File: src/rtl/pga_pkg.sv
package pga_pkg;
    localparam int RAIL_COUNT   = 8;
    localparam int ADDR_STATUS  = 0;
    localparam int ADDR_SUMMARY = 1;

    // Fixed rail-to-bit positions of the status byte
    typedef enum int unsigned {
        BIT_LDO_STBY   = 0,
        BIT_STEPDN1    = 1,
        BIT_STEPDN2    = 2,
        BIT_STEPDN3    = 3,
        BIT_BUCKBOOST  = 4,
        BIT_LDO2       = 5,
        BIT_LDO3       = 6,
        BIT_LDO4       = 7
    } rail_bit_e;
endpackage

File: src/rtl/pga_rail_qual.sv
module pga_rail_qual #(
    parameter int LOW_TICKS  = 25,
    parameter int GOOD_TICKS = 250
) (
    input  logic clk,
    input  logic rst,
    input  logic tick,
    input  logic en,
    input  logic ok,
    output logic good
);
    localparam int MAXC = (GOOD_TICKS > LOW_TICKS) ? GOOD_TICKS : LOW_TICKS;
    localparam int CW   = $clog2(MAXC + 1);

    typedef struct packed {
        logic          good;
        logic [CW-1:0] cnt;
    } qual_t;

    qual_t s_d, s_q;

    always_comb begin
        s_d = s_q;
        if (!en) begin
            s_d.good = 1'b0;
            s_d.cnt  = '0;
        end else if (s_q.good) begin
            // deglitch window before reporting low
            if (ok) begin
                s_d.cnt = '0;
            end else if (tick) begin
                if (s_q.cnt == CW'(LOW_TICKS - 1)) begin
                    s_d.good = 1'b0;
                    s_d.cnt  = '0;
                end else begin
                    s_d.cnt = s_q.cnt + 1'b1;
                end
            end
        end else begin
            // settling window before reporting good; restarts on any drop
            if (!ok) begin
                s_d.cnt = '0;
            end else if (tick) begin
                if (s_q.cnt == CW'(GOOD_TICKS - 1)) begin
                    s_d.good = 1'b1;
                    s_d.cnt  = '0;
                end else begin
                    s_d.cnt = s_q.cnt + 1'b1;
                end
            end
        end
    end

    always_ff @(posedge clk) begin
        if (rst) s_q <= '0;
        else     s_q <= s_d;
    end

    assign good = s_q.good;
endmodule

File: src/rtl/pga_rdport.sv
module pga_rdport import pga_pkg::*; #(
    parameter int DW     = 8,
    parameter int ADDR_W = 2
) (
    input  logic              clk,
    input  logic              rst,
    input  logic              rd_en,
    input  logic [ADDR_W-1:0] rd_addr,
    input  logic [DW-1:0]     status,
    input  logic              pg,
    output logic [DW-1:0]     rd_data
);
    typedef struct packed {
        logic [DW-1:0] data;
    } rd_t;

    rd_t r_d, r_q;

    always_comb begin
        r_d.data = '0;
        if (rd_en) begin
            if (rd_addr == ADDR_W'(ADDR_STATUS))
                r_d.data = status;
            else if (rd_addr == ADDR_W'(ADDR_SUMMARY))
                r_d.data = DW'(pg);
        end
    end

    always_ff @(posedge clk) begin
        if (rst) r_q <= '0;
        else     r_q <= r_d;
    end

    assign rd_data = r_q.data;
endmodule

File: src/rtl/pgood_agg.sv
module pgood_agg import pga_pkg::*; #(
    parameter int NUM_RAILS  = RAIL_COUNT,
    parameter int LOW_TICKS  = 25,
    parameter int GOOD_TICKS = 250,
    parameter int ADDR_W     = 2
) (
    input  logic                 clk,
    input  logic                 rst,
    input  logic                 tick_us,
    input  logic [NUM_RAILS-1:0] rail_en,
    input  logic [NUM_RAILS-1:0] rail_ok,
    input  logic                 rd_en,
    input  logic [ADDR_W-1:0]    rd_addr,
    output logic [NUM_RAILS-1:0] rd_data,
    output logic                 pg_out
);
    logic [NUM_RAILS-1:0] status_q;

    for (genvar i = 0; i < NUM_RAILS; i++) begin : g_rail
        pga_rail_qual #(
            .LOW_TICKS  (LOW_TICKS),
            .GOOD_TICKS (GOOD_TICKS)
        ) i_qual (
            .clk  (clk),
            .rst  (rst),
            .tick (tick_us),
            .en   (rail_en[i]),
            .ok   (rail_ok[i]),
            .good (status_q[i])
        );
    end

    typedef struct packed {
        logic pg;
    } sum_t;

    sum_t m_d, m_q;

    always_comb begin
        m_d.pg = (|rail_en) && (&(status_q | ~rail_en));
    end

    always_ff @(posedge clk) begin
        if (rst) m_q <= '0;
        else     m_q <= m_d;
    end

    assign pg_out = m_q.pg;

    pga_rdport #(
        .DW     (NUM_RAILS),
        .ADDR_W (ADDR_W)
    ) i_rdport (
        .clk     (clk),
        .rst     (rst),
        .rd_en   (rd_en),
        .rd_addr (rd_addr),
        .status  (status_q),
        .pg      (m_q.pg),
        .rd_data (rd_data)
    );
endmodule

File: config.mk
export PLATFORM = sky130hd
export DESIGN_NAME = pgood_agg
export DESIGN_NICKNAME = d
export VERILOG_FILES = /design/src/rtl/pga_pkg.sv /design/src/rtl/pga_rail_qual.sv /design/src/rtl/pga_rdport.sv /design/src/rtl/pgood_agg.sv
export SDC_FILE = /design/constraint.sdc
export NUM_CORES = 1
export LEC_CHECK = 0
export BUFFER_PORTS_ARGS = -buffer_cell sky130_fd_sc_hd__buf_2
export CORE_MARGIN = 5
export CORE_UTILIZATION = 59
export CTS_CLUSTER_SIZE = 30
export DETAILED_ROUTE_END_ITERATION = 8
export PLACE_DENSITY = 0.78
export SYNTH_ARGS = -nofsm -noshare
export SYNTH_HDL_FRONTEND = slang
export SYNTH_HIERARCHICAL = 1
export SYNTH_SLANG_ARGS = --single-unit
File: constraint.sdc
create_clock -name clk -period 1.5 [get_ports clk]
set_input_delay 0.3 -clock clk [delete_from_list [all_inputs] [get_ports clk]]
set_output_delay 0.3 -clock clk [all_outputs]
set_load 0.05 [all_outputs]
* Word-level counts from Yosys, hierarchy flattened
Cells that the tools add are included.
Storage, ports and cells: input port bits 22, register bits after elaboration 81, output and inout port bits 9, logic and storage cells 181
Cells by class: equal/unequal tests 33, $add $sub $neg 8, reductions and logical operators 21, muxes and demuxes 90, bitwise gates (word level) 11
Operators by type and width (count):
- $mux W8 | 33
- $mux W9 | 24
- $add A8 B1 Y8 const B | 8
- $eq A8 B5 Y1 const B | 8
- $eq A8 B8 Y1 const B | 8
- $mux W1 | 33
- $ne A3 B2 Y1 const B | 8
- $ne A3 B3 Y1 const B | 8
- $reduce_or A2 Y1 | 9
- $reduce_and A2 Y1 | 8
- $not A1 Y1 | 9
- $not A8 Y8 | 1
- $or A8 B8 Y8 | 1
- $reduce_and A8 Y1 | 1
- $reduce_or A8 Y1 | 1
- $eq A2 B1 Y1 const B | 1
- $logic_not A2 Y1 | 1
- $logic_and A1 B1 Y1 | 1

* Depth between registers and ports, before layout
Gate-level depths: netlist of the first run.
depth in word-level cells 5, depth in mapped cells 6, depth with buffers taken out 6

* Hierarchy
Netlist of the first run, hierarchy kept.
Modules (own cells, without submodules):
- pga_rail_qual | times used 8, seq. area each 180.2 um^2, cells each 71, area an instance 595.6 um^2
- pga_rdport | times used 1, seq. area each 160.2 um^2, cells each 18, area an instance 246.5 um^2
- pgood_agg | times used 1, seq. area each 20.0 um^2, cells each 17, area an instance 110.1 um^2

* Worst setup path before layout of the first run
Ideal clock, no wire load.
path kind register to register, from register g_rail[0].i_qual/s_q[0] in the netlist's numbering, to register g_rail[0].i_qual/s_q[6] in the netlist's numbering, setup time 0.079 ns, slack 0.161 ns, stages on the path, launching flop included 7, period minus slack after synthesis 1.339 ns, buffers on the path 0, arrival 1.260 ns, cell sequence dfxtp_1 -> inv_1 -> ha_1 -> nor4b_4 -> a211oi_4 -> nor2_2 -> o211ai_1
Between the ends: word-level cells in the longest chain between the ends 5, elaborated cells between the ends (all ways) 10, those cells by class add/sub (1); eq/ne (2); mux (7)
RTL lines:
- from (decl) | RTL line pga_rail_qual.sv:20 | qual_t s_d, s_q;
- from (signal assigned) | RTL line pga_rail_qual.sv:55 | if (rst) s_q <= '0;
- from (signal assigned) | RTL line pga_rail_qual.sv:56 | else s_q <= s_d;
- $add A8 B1 Y8, or another cell as far along | RTL line pga_rail_qual.sv:36, pga_rail_qual.sv:48
- $mux W8 (on tied branches) | RTL line pga_rail_qual.sv:44, pga_rail_qual.sv:32
- $mux W9 (on tied branches) | RTL line pga_rail_qual.sv:43, pga_rail_qual.sv:31
- $mux W8 (on tied branches) | RTL line pga_rail_qual.sv:41, pga_rail_qual.sv:29
- $mux W9 * | RTL line pga_rail_qual.sv:27 | end else if (s_q.good) begin
Mark *: on every way between the ends. The rest lies on a longest branch, timed or not. The select of a mux whose other input is x is not followed. A chain may end at the register's enable or synchronous reset.

* Worst setup path in the final report of the first run
from register g_rail[2].i_qual/s_q[0] in the netlist's numbering, to register g_rail[2].i_qual/s_q[5] in the netlist's numbering
Between the ends: word-level cells in the longest chain between the ends 5, elaborated cells between the ends (all ways) 10, those cells by class add/sub (1); eq/ne (2); mux (7)
RTL lines (RTL line):
- from (decl) | pga_rail_qual.sv:20
- from (signal assigned) | pga_rail_qual.sv:55
- from (signal assigned) | pga_rail_qual.sv:56
- $add A8 B1 Y8, or another cell as far along | pga_rail_qual.sv:36, pga_rail_qual.sv:48
- $mux W8 (on tied branches) | pga_rail_qual.sv:44, pga_rail_qual.sv:32
- $mux W9 (on tied branches) | pga_rail_qual.sv:43, pga_rail_qual.sv:31
- $mux W8 (on tied branches) | pga_rail_qual.sv:41, pga_rail_qual.sv:29
- $mux W9 * | pga_rail_qual.sv:27
Marked as above.

==> flow_summary.toml, run 1 <==
[synthesis]
synth_edf_count = 0
synth_top_area_share_pct = 31.66
yosysTopAreaCell = "dfxtp_1"
synth-main-ff-cell = "dfxtp_1"
synthCells = 603
syn_nets = 649
synth_top_cells_by_area = "dfxtp_1, nand2_1, a211oi_4, ha_1, a21oi_1"
synth.most_common_cell = "nand2_1"
syn_area_per_cell_sq_um = 8.493
yosys_register_bits = 81
synthesis.area_sq_um = 5121
ys_seq_area_share_pct = 31.66
yosys-top-cells-count = "nand2_1, dfxtp_1, a21oi_1, o21ai_0, nor3_1"
yosysUniqueCellTypes = 34
synthArstFlopShare_pct = 0
ys.warnings.count = 6

[floorplanning]
num_rows = 34
die_h_microns = 103.2
die_x_microns = 103.2
dieArea_sq_um = 10640
ios = 31
core_sq_um = 8593
start_util_pct = 59.60

[sta]
finalCriticalPeriod_ns = 1.496
worst_slew_pin_slew_ns = 0.3915
holdWs_ns = 0.1672
relSlewSlack_pct = 73.79
hold_viol_final = 0
rsz0062_at_grt = "yes"
drv_slew = 0
setup-tns-final_ns = 0
max_freq_mhz = 668.3
setup_violations = 0
min_period_over_period_pct = 99.75
layout_setup_ws_ns = 0.003720
fin_skew_ns = 0.01237

[worst_setup_path]
crit_fanout = 5
cp_slowest_cell = "dfxtp_4"
crit_path_start_kind = "register"
worstPathArrival_ns = 1.80
startpoint = "g_rail[2].i_qual/s_q[0]"
critPathBufInv = 1
r2r-start = "g_rail[2].i_qual/s_q[0]"
cp_cell_sequence = "ha_1, and4_2, a211oi_4, buf_4, o22ai_1, nand2_1"
crit_path_end = "g_rail[2].i_qual/s_q[5]"
rr_worst_depth = 6
crit_family = "compound AO/OA/AOI/OAI gates"
cp_data_required_time_ns = 1.80
rrSetupSlack_ns = 0.004
critical-path-max-stage-delay_ns = 0.37
reg2reg_to = "g_rail[2].i_qual/s_q[5]"
cp.depth = 6
crit_type = "reg2reg"
cp-end-kind = "register"

[route]
wl_met1_microns = 5184
drt-wirelength-per-cell_microns = 14.61
wirelength_microns = 11760
routed-wl-met3_microns = 444
dr_wl_met2_microns = 5904
dr.first_iter.drc_count = 221
vias_per_cell = 5.819
first_pass_iters = 5
vias = 4684
drc = 0
highest_layer = "met4"
detail-route-antenna-nets = 0

[power_and_ir_drop]
power.leakage_nw = 2.287
irDropWorstVdd_mv = 0.4975
p_total_mw = 4.356
p_per_area_nw_per_um2 = 715.1

[grt]
grt_first_pass_wirelength_microns = 19090
grt_pass1_vias = 4292
antenna_found_initial = 0
grt_start_max_net_pins = 36
grt_usage_pct = 22.21
grt_overflow = 0

[clock_network]
cts.sinks = 81
cts_buffers = 9
cts_hold_buf = 0
cts_tree = "yes"
ctsRootBufferMaster = "clkbuf_8"
htree_levels = 3
clock_latency_ns = 0.35
cts_buffer_depth = 2
clk_pin_slew_ns = 0.09

[placed_design]
dp_cells = 773
placed_area_sq_um = 5629
port_buffers = 30
pre_cts_ws_ns = 0.002943
place_congestion = 0.8826
hpwl_microns = 8640

[status]
outcome = "completed"

[final_layout]
areaGrowthSynthToFinish_pct = 18.96
fin_area_sq_um = 6092
num-fill-cells = 671
layout-drive-gt1-share_pct = 30.13
utilization_pct = 70.89
n_antenna_cell = 0
final_nets = 738
instances_no_fill = 805

[job]
cap_viol_max_count = 0

[min_path]
min_path_type = "in2reg"
[per-layer routing]
| metal | vias to the layer above | global-route usage [%] |
|---|---|---|
| met4 | 0 | 6.972 |
| met1 | 2228 | 27.67 |
| met3 | 20 | 4.195 |
| met5 | - | 0 |
| li1 | 2354 | - |
| met2 | 82 | 38.73 |
[where the power goes]
| group | switching [mW] | internal, mW |
|---|---|---|
| clock network | 0.842 | 0.989 |
| logic | 0.208 | 0.151 |
| registers | 0.00959 | 2.16 |
[placed cells by master, fill, tap and decap left out, types with 3 or more instances in the layout]
cell type,netlist,routed
a211oi_4,16,16
a21oi_1,48,38
a21oi_2,0,10
and2_1,15,15
and2b_2,8,8
and3_2,8,8
and3b_1,8,3
and3b_2,0,5
and4_4,0,7
buf_2,0,30
buf_4,0,55
clkbuf_8,0,10
dfxtp_1,81,67
dfxtp_2,0,12
ha_1,24,21
ha_2,0,3
inv_1,24,18
inv_2,0,6
nand2_1,97,97
nand2b_2,8,8
nand3_1,24,24
nand3b_1,16,16
nor2_1,16,16
nor2_2,8,7
nor3_1,32,32
nor4b_4,9,9
o211ai_1,8,8
o21a_1,8,8
o21ai_0,48,43
o21ai_1,16,19
o22ai_1,18,18
o31ai_1,8,6
or3_1,8,8
xnor2_1,16,16
xor2_1,8,8
[kinds of logic (layout without fill, tap and decap cells)]
| family | after synthesis | after routing | share of synthesized area, % |
|---|---|---|---|
| XOR/XNOR | 24 | 24 | 4.105 |
| AO/OA/AOI/OAI | 172 | 172 | 23.41 |
| multiplexers | 1 | 1 | 0.1955 |
| adder cells (fa/ha/maj) | 24 | 24 | 5.864 |
| buffers and inverters | 32 | 126 | 3.518 |
| AND/OR/NAND/NOR | 269 | 269 | 31.25 |
| flip-flops | 81 | 81 | 31.66 |
[final cells by class]
class / instances / area [sq um] / area share (%)
clock buffer: 10 / 137.6 / 2.259
clock inverter: 6 / 90.09 / 1.479
inverter: 24 / 90.09 / 1.479
multi-input combinational: 490 / 3412 / 56.01
sequential: 81 / 1644 / 26.99
tap: 108 / 135.1 / 2.218
timing repair buffer: 86 / 583.1 / 9.571
[how the worst min path moves through the flow]
stage / start / end / slack [ns] / cells after the start
after floorplan: rst / i_rdport/rd_data[0] / 0.38 / 1
after global placement: g_rail[3].i_qual/s_q[2] / g_rail[3].i_qual/s_q[2] / 0.48 / 2
after detailed placement: g_rail[2].i_qual/s_q[2] / g_rail[2].i_qual/s_q[2] / 0.49 / 2
after CTS: rd_addr[1] / i_rdport/rd_data[0] / 0.16 / 2
after global routing: rd_addr[1] / i_rdport/rd_data[0] / 0.16 / 2
final: rd_addr[1] / i_rdport/rd_data[0] / 0.17 / 2
[flip-flops by register name, summed over array words and instances, names as in the netlist]
| signal | flops |
|---|---|
| g_rail.i_qual/good | 8 |
| g_rail.i_qual/s_q | 64 |
| i_rdport/rd_data | 8 |
| pg_out | 1 |
[what timing repair did]
item                                    in CTS  in global routing
endpoints found under the hold margin        0                  0
setup buffers                                1                 18
endpoints found under the setup margin       6                 53
resized for setup                            9                 56
pin swaps                                    2                 41
No activity file was read; power rests on OpenSTA's default activity.
==> run 2, diff against run 1 <==
--- a/config.mk
+++ b/config.mk
@@ -8,9 +8,11 @@
 export BUFFER_PORTS_ARGS = -buffer_cell sky130_fd_sc_hd__buf_2
 export CORE_MARGIN = 5
 export CORE_UTILIZATION = 59
+export CTS_BUF_LIST = sky130_fd_sc_hd__clkbuf_4
 export CTS_CLUSTER_SIZE = 30
 export DETAILED_ROUTE_END_ITERATION = 8
 export PLACE_DENSITY = 0.78
+export SKIP_CTS_REPAIR_TIMING = 1
 export SYNTH_ARGS = -nofsm -noshare
 export SYNTH_HDL_FRONTEND = slang
 export SYNTH_HIERARCHICAL = 1
==> run 2 against run 1 <==
The run now ends with negative setup slack left; clock-buffer cell count fell by 1; sequential share of layout area fell by 0.46 points; clock power down 18%; via count rose by 1.3%; maximum frequency down 0.71%; setup slack lost 0.011 ns; combinational power is 5.8% higher; die area unchanged; critical path depth up 1; clock skew up 0.0057 ns.
==> flow_summary.toml, run 2 (synthesis results as in run 1) <==
[grt]
grt_start_max_net_pins = 36
grt_pass1_vias = 4320
grt_usage_pct = 22.35
grt_first_pass_wirelength_microns = 19200
antenna_found_initial = 1
grt_overflow = 0

[final_layout]
areaGrowthSynthToFinish_pct = 21.67
final_nets = 745
regMostFlops = "g_rail.i_qual/s_q"
layout-drive-gt1-share_pct = 33.38
mostFrequentLayoutCell = "nand2_1"
utilization_pct = 72.51
final_cell_mix = "nand2_1, dfxtp_1, buf_4"
largest_reg_flops = 64
instances_no_fill = 813
num-fill-cells = 655

[route]
vias_per_cell = 5.834
wirelength_microns = 12450
drt-wirelength-per-cell_microns = 15.31
drc = 0
dr.first_iter.drc_count = 193
first_pass_iters = 5
vias = 4743
detail-route-antenna-nets = 0

[power_and_ir_drop]
total_switching_power_mw = 1.052
power.leakage_nw = 2.353
p_total_mw = 4.046
seqPwrFrac_pct = 53.6
p_clk_share_pct = 37.0
p_per_area_nw_per_um2 = 649.4
p_int_mw = 2.994
irDropWorstVdd_mv = 0.4651
p_sw_share_pct = 26.00
power_frac_comb_pct = 9.4

[sta]
fin_skew_ns = 0.01803
finalCriticalPeriod_ns = 1.507
worst_slew_pin_slew_ns = 0.3992
setup_violations = 1
drv_slew = 0
min_period_over_period_pct = 100.5
rsz0062_at_grt = "yes"
relSlewSlack_pct = 73.27
hold_viol_final = 0
max_freq_mhz = 663.5
setup-tns-final_ns = -0.007050
layout_setup_ws_ns = -0.007050

[clock_network]
cts.sinks = 81
htree_levels = 3
clk_pin_slew_ns = 0.14
cts_tree = "yes"
cts_buffer_depth = 2
ctsRootBufferMaster = "clkbuf_4"
cts_buffers = 9
clock_latency_ns = 0.45

[floorplanning]
ios = 31
die_x_microns = 103.2
core_sq_um = 8593
dieArea_sq_um = 10640
num_rows = 34
start_util_pct = 59.60
die_h_microns = 103.2

[placed_design]
hpwl_microns = 8640
dp_cells = 773
port_buffers = 30
place_congestion = 0.8826

[worst_setup_path]
reg2reg_to = "g_rail[2].i_qual/s_q[5]"
crit_fanout = 4
cp-end-kind = "register"
crit_type = "reg2reg"
worstPathArrival_ns = 1.91
cp_data_required_time_ns = 1.90
rr_worst_depth = 7
crit_path_start_kind = "register"
r2r-start = "g_rail[2].i_qual/s_q[1]"
rrSetupSlack_ns = -0.007

[job]
cap_viol_max_count = 0

[min_path]
min_path_type = "in2reg"
hold_end = "i_rdport/rd_data[0]"
hold_depth = 2
hold_start = "rd_addr[1]"

[status]
violations = "negative setup slack"
outcome = "finished with violations"
-- run 2: changes by cell type in the layout (fill, tap and decap cells not counted), sizes merged --
cell / before / now
buf: 86 / 93
clkinv: 2 / 3
clkbuf: 10 / 9
diode: 0 / 1
-- run 2: cell type report --
class | instances | area [sq um] | share of cell area [%]
Sequential cell | 81 | 1653 | 26.53
Timing Repair Buffer | 93 | 635.6 | 10.20
Antenna cell | 1 | 2.502 | 0.04016
Inverter | 24 | 102.6 | 1.647
Clock inverter | 7 | 93.84 | 1.506
Clock buffer | 9 | 67.56 | 1.084
Multi-Input combinational cell | 490 | 3541 | 56.83
Tap cell | 108 | 135.1 | 2.169
-- run 2: worst max path at each step --
stage,from,to,slack [ns]
finish,g_rail[2].i_qual/s_q[1],g_rail[2].i_qual/s_q[5],-0.007
detailed placement,g_rail[3].i_qual/s_q[1],g_rail[3].i_qual/s_q[0],0.003
floorplan,g_rail[0].i_qual/s_q[0],g_rail[0].i_qual/s_q[6],0.16
global placement,g_rail[2].i_qual/s_q[0],g_rail[2].i_qual/s_q[6],0.07
global route,g_rail[4].i_qual/s_q[1],g_rail[4].i_qual/s_q[0],-0.06
CTS,g_rail[7].i_qual/s_q[0],g_rail[7].i_qual/s_q[0],-0.06
-- run 2: metrics by stage --
step	cell area, sq um	hold slack [ns]	worst slack [ns]
final	6231	0.07283	-0.007050
after global routing	6231	0.04207	-0.05523
after CTS	5791	0.06271	-0.06349
after detailed placement	5629	0.4888	0.002943
after floorplan	5121	0.3767	0.1614
after global placement	5629	0.4823	0.06960
-- run 2: power by group through the flow --
stage / sequential (mW) / clock [mW] / combinational (mW)
floorplan: 2.22 / 0 / 0.171
global placement: 2.22 / 0 / 0.319
detailed placement: 2.22 / 0 / 0.328
CTS: 2.17 / 1.52 / 0.331
global route: 2.17 / 1.63 / 0.408
finish: 2.17 / 1.50 / 0.381
-- run 2: per-layer routing --
metal  up-vias  global-route usage, %  wire length (microns)
met4         0                  7.271                    233
met3        18                  3.518                    506
met1      2246                  27.21                   5299
met2       117                  40.11                   6409
met5         -                      0                      0
li1       2362                      -                      -
-- run 2: worst max-delay path, cell delays in order (launching register included) --
cell      delay [ns]
dfxtp_2         0.35
inv_1           0.07
ha_1            0.20
and4_4          0.22
a211oi_4        0.35
buf_4           0.17
o22ai_1         0.06
nand2_1         0.06
==> run 3, diff against run 2 <==
==> constraint.sdc (replaced) <==
create_clock -name clk -period 1.5 [get_ports clk]
set_input_delay 0 -clock clk [delete_from_list [all_inputs] [get_ports clk]]
set_output_delay 0 -clock clk [all_outputs]
set_load 0.05 [all_outputs]
==> run 3 against run 2 <==
The flow finishes with violations (negative hold slack); clock skew shrank 0.0092 ns; sequential share of layout area grew 0.13 points; utilization shrank 0.29 points; final area shrank 0.40%; power shrank 1.1%; critical endpoint is now g_rail[3].i_qual/s_q[6]; largest cell class unchanged; highest routed layer unchanged.
==> flow_summary.toml, run 3 (synthesis results as in run 1) <==
[status]
outcome = "finished with violations"
violations = "negative hold slack"

[worst_setup_path]
worstPathArrival_ns = 1.84
cp-end-kind = "register"
crit_type = "reg2reg"
cp_data_required_time_ns = 1.86
crit_fanout = 3
crit_path_start_kind = "register"

[route]
wirelength_microns = 12360
drt-wirelength-per-cell_microns = 15.17
detail-route-antenna-nets = 0
first_pass_iters = 5
vias = 4761
dr.first_iter.drc_count = 208
vias_per_cell = 5.842
drc = 0

[sta]
setup-tns-final_ns = 0
drv_slew = 0
setup_violations = 0
hold_viol_final = 3
min_period_over_period_pct = 98.56
layout_setup_ws_ns = 0.02162
rsz0062_at_grt = "yes"
worst_slew_pin_slew_ns = 0.4910
fin_skew_ns = 0.008871
finalCriticalPeriod_ns = 1.478
holdWs_ns = -0.02655
relSlewSlack_pct = 67.13
max_freq_mhz = 676.4

[clock_network]
ctsRootBufferMaster = "clkbuf_4"
cts_tree = "yes"
cts_buffer_depth = 2
clock_latency_ns = 0.43
htree_levels = 3
clk_pin_slew_ns = 0.13
cts.sinks = 81
cts_buffers = 9

[final_layout]
utilization_pct = 72.22
final_cell_mix = "nand2_1, dfxtp_1, buf_4"
areaGrowthSynthToFinish_pct = 21.18
largest_reg_flops = 64
regMostFlops = "g_rail.i_qual/s_q"
n_antenna_cell = 0
multi_input_area_sq_um = 3460
num-fill-cells = 637
final_nets = 749
mostFrequentLayoutCell = "nand2_1"
layout-drive-gt1-share_pct = 29.42
regArea_sq_um = 1654

[power_and_ir_drop]
total_switching_power_uw = 973.6
p_sw_share_pct = 24.33
irDropWorstVdd_mv = 0.4077
p_per_area_nw_per_um2 = 644.8
power.leakage_nw = 2.307
power_frac_comb_pct = 9.8
p_int_mw = 3.028
p_clk_share_pct = 36.1
seqPwrFrac_pct = 54.1

[grt]
antenna_found_initial = 0
grt_first_pass_wirelength_microns = 18730
grt_start_max_net_pins = 45
grt_usage_pct = 21.68
grt_overflow = 0
grt_pass1_vias = 4259

[floorplanning]
num_rows = 34
die_h_microns = 103.2
start_util_pct = 59.60
die_x_microns = 103.2
dieArea_sq_um = 10640
ios = 31
core_sq_um = 8593

[placed_design]
hpwl_microns = 8299
place_congestion = 0.9225
pre_cts_ws_ns = -0.009911
port_buffers = 30

[job]
cap_viol_max_count = 0

[min_path]
min_path_type = "in2reg"
[run 3: cell count changes in the layout (fill, tap and decap cells not counted), sizes merged]
cell / change
dlygate4sd3: +19
buf: -15
clkbuf: +2
clkinv: -1
clkinvlp: -1
diode: -1
inv: -1
[run 3: area by class of cell]
class                   instances  share of cell area [%]
clock inverters                 4                   1.109
well taps                     108                   2.177
inverters                      24                   1.492
repair buffers                 97                   11.49
multi-input cells             490                   55.75
clock buffers                  11                   1.331
flip-flops and latches         81                   26.65
[run 3: final timing paths]
| path | to | slack (ns) | depth (start not counted) | start |
|---|---|---|---|---|
| hold reg to reg | g_rail[1].i_qual/s_q[2] | 0.51 | 2 | g_rail[1].i_qual/s_q[2] |
| hold / removal | pg_out | -0.03 | 4 | rail_en[0] |
| setup reg to reg | g_rail[3].i_qual/s_q[6] | 0.02 | 7 | g_rail[3].i_qual/s_q[1] |
| setup / recovery | g_rail[3].i_qual/s_q[6] | 0.02 | 7 | g_rail[3].i_qual/s_q[1] |
[run 3: critical path, stage by stage (launching register included)]
cell and delay (ns):
dfxtp_2 0.38, inv_2 0.05, ha_1 0.17, and4_4 0.21, a211oi_4 0.30, buf_4 0.16
o21ai_1 0.06, o211ai_1 0.10
[run 3: metrics by stage]
stage / cells / hold slack (ns) / instance area, sq um / total power, mW
global placement: 762 / 0.2183 / 5547 / 2.516
floorplan: 603 / 0.07674 / 5121 / 2.388
finish: 815 / -0.02655 / 6206 / 4.002
global route: 815 / -0.007086 / 6206 / 4.163
CTS: 777 / -0.2299 / 5698 / 3.945
detailed placement: 762 / 0.2307 / 5547 / 2.524
[run 3: power by group through the flow]
stage / Sequential (mW) / Clock (mW) / Combinational (mW)
final: 2.17 / 1.45 / 0.390
after global routing: 2.17 / 1.57 / 0.422
after CTS: 2.17 / 1.47 / 0.307
after detailed placement: 2.22 / 0 / 0.305
after global placement: 2.22 / 0 / 0.298
after floorplan: 2.22 / 0 / 0.171
[run 3: routing by layer]
metal | vias to the layer above | track usage, % | wire [microns]
met5 | - | 0 | 0
met3 | 24 | 3.857 | 478
li1 | 2364 | - | -
met2 | 130 | 37.00 | 6145
met1 | 2243 | 27.75 | 5466
met4 | 0 | 6.972 | 270
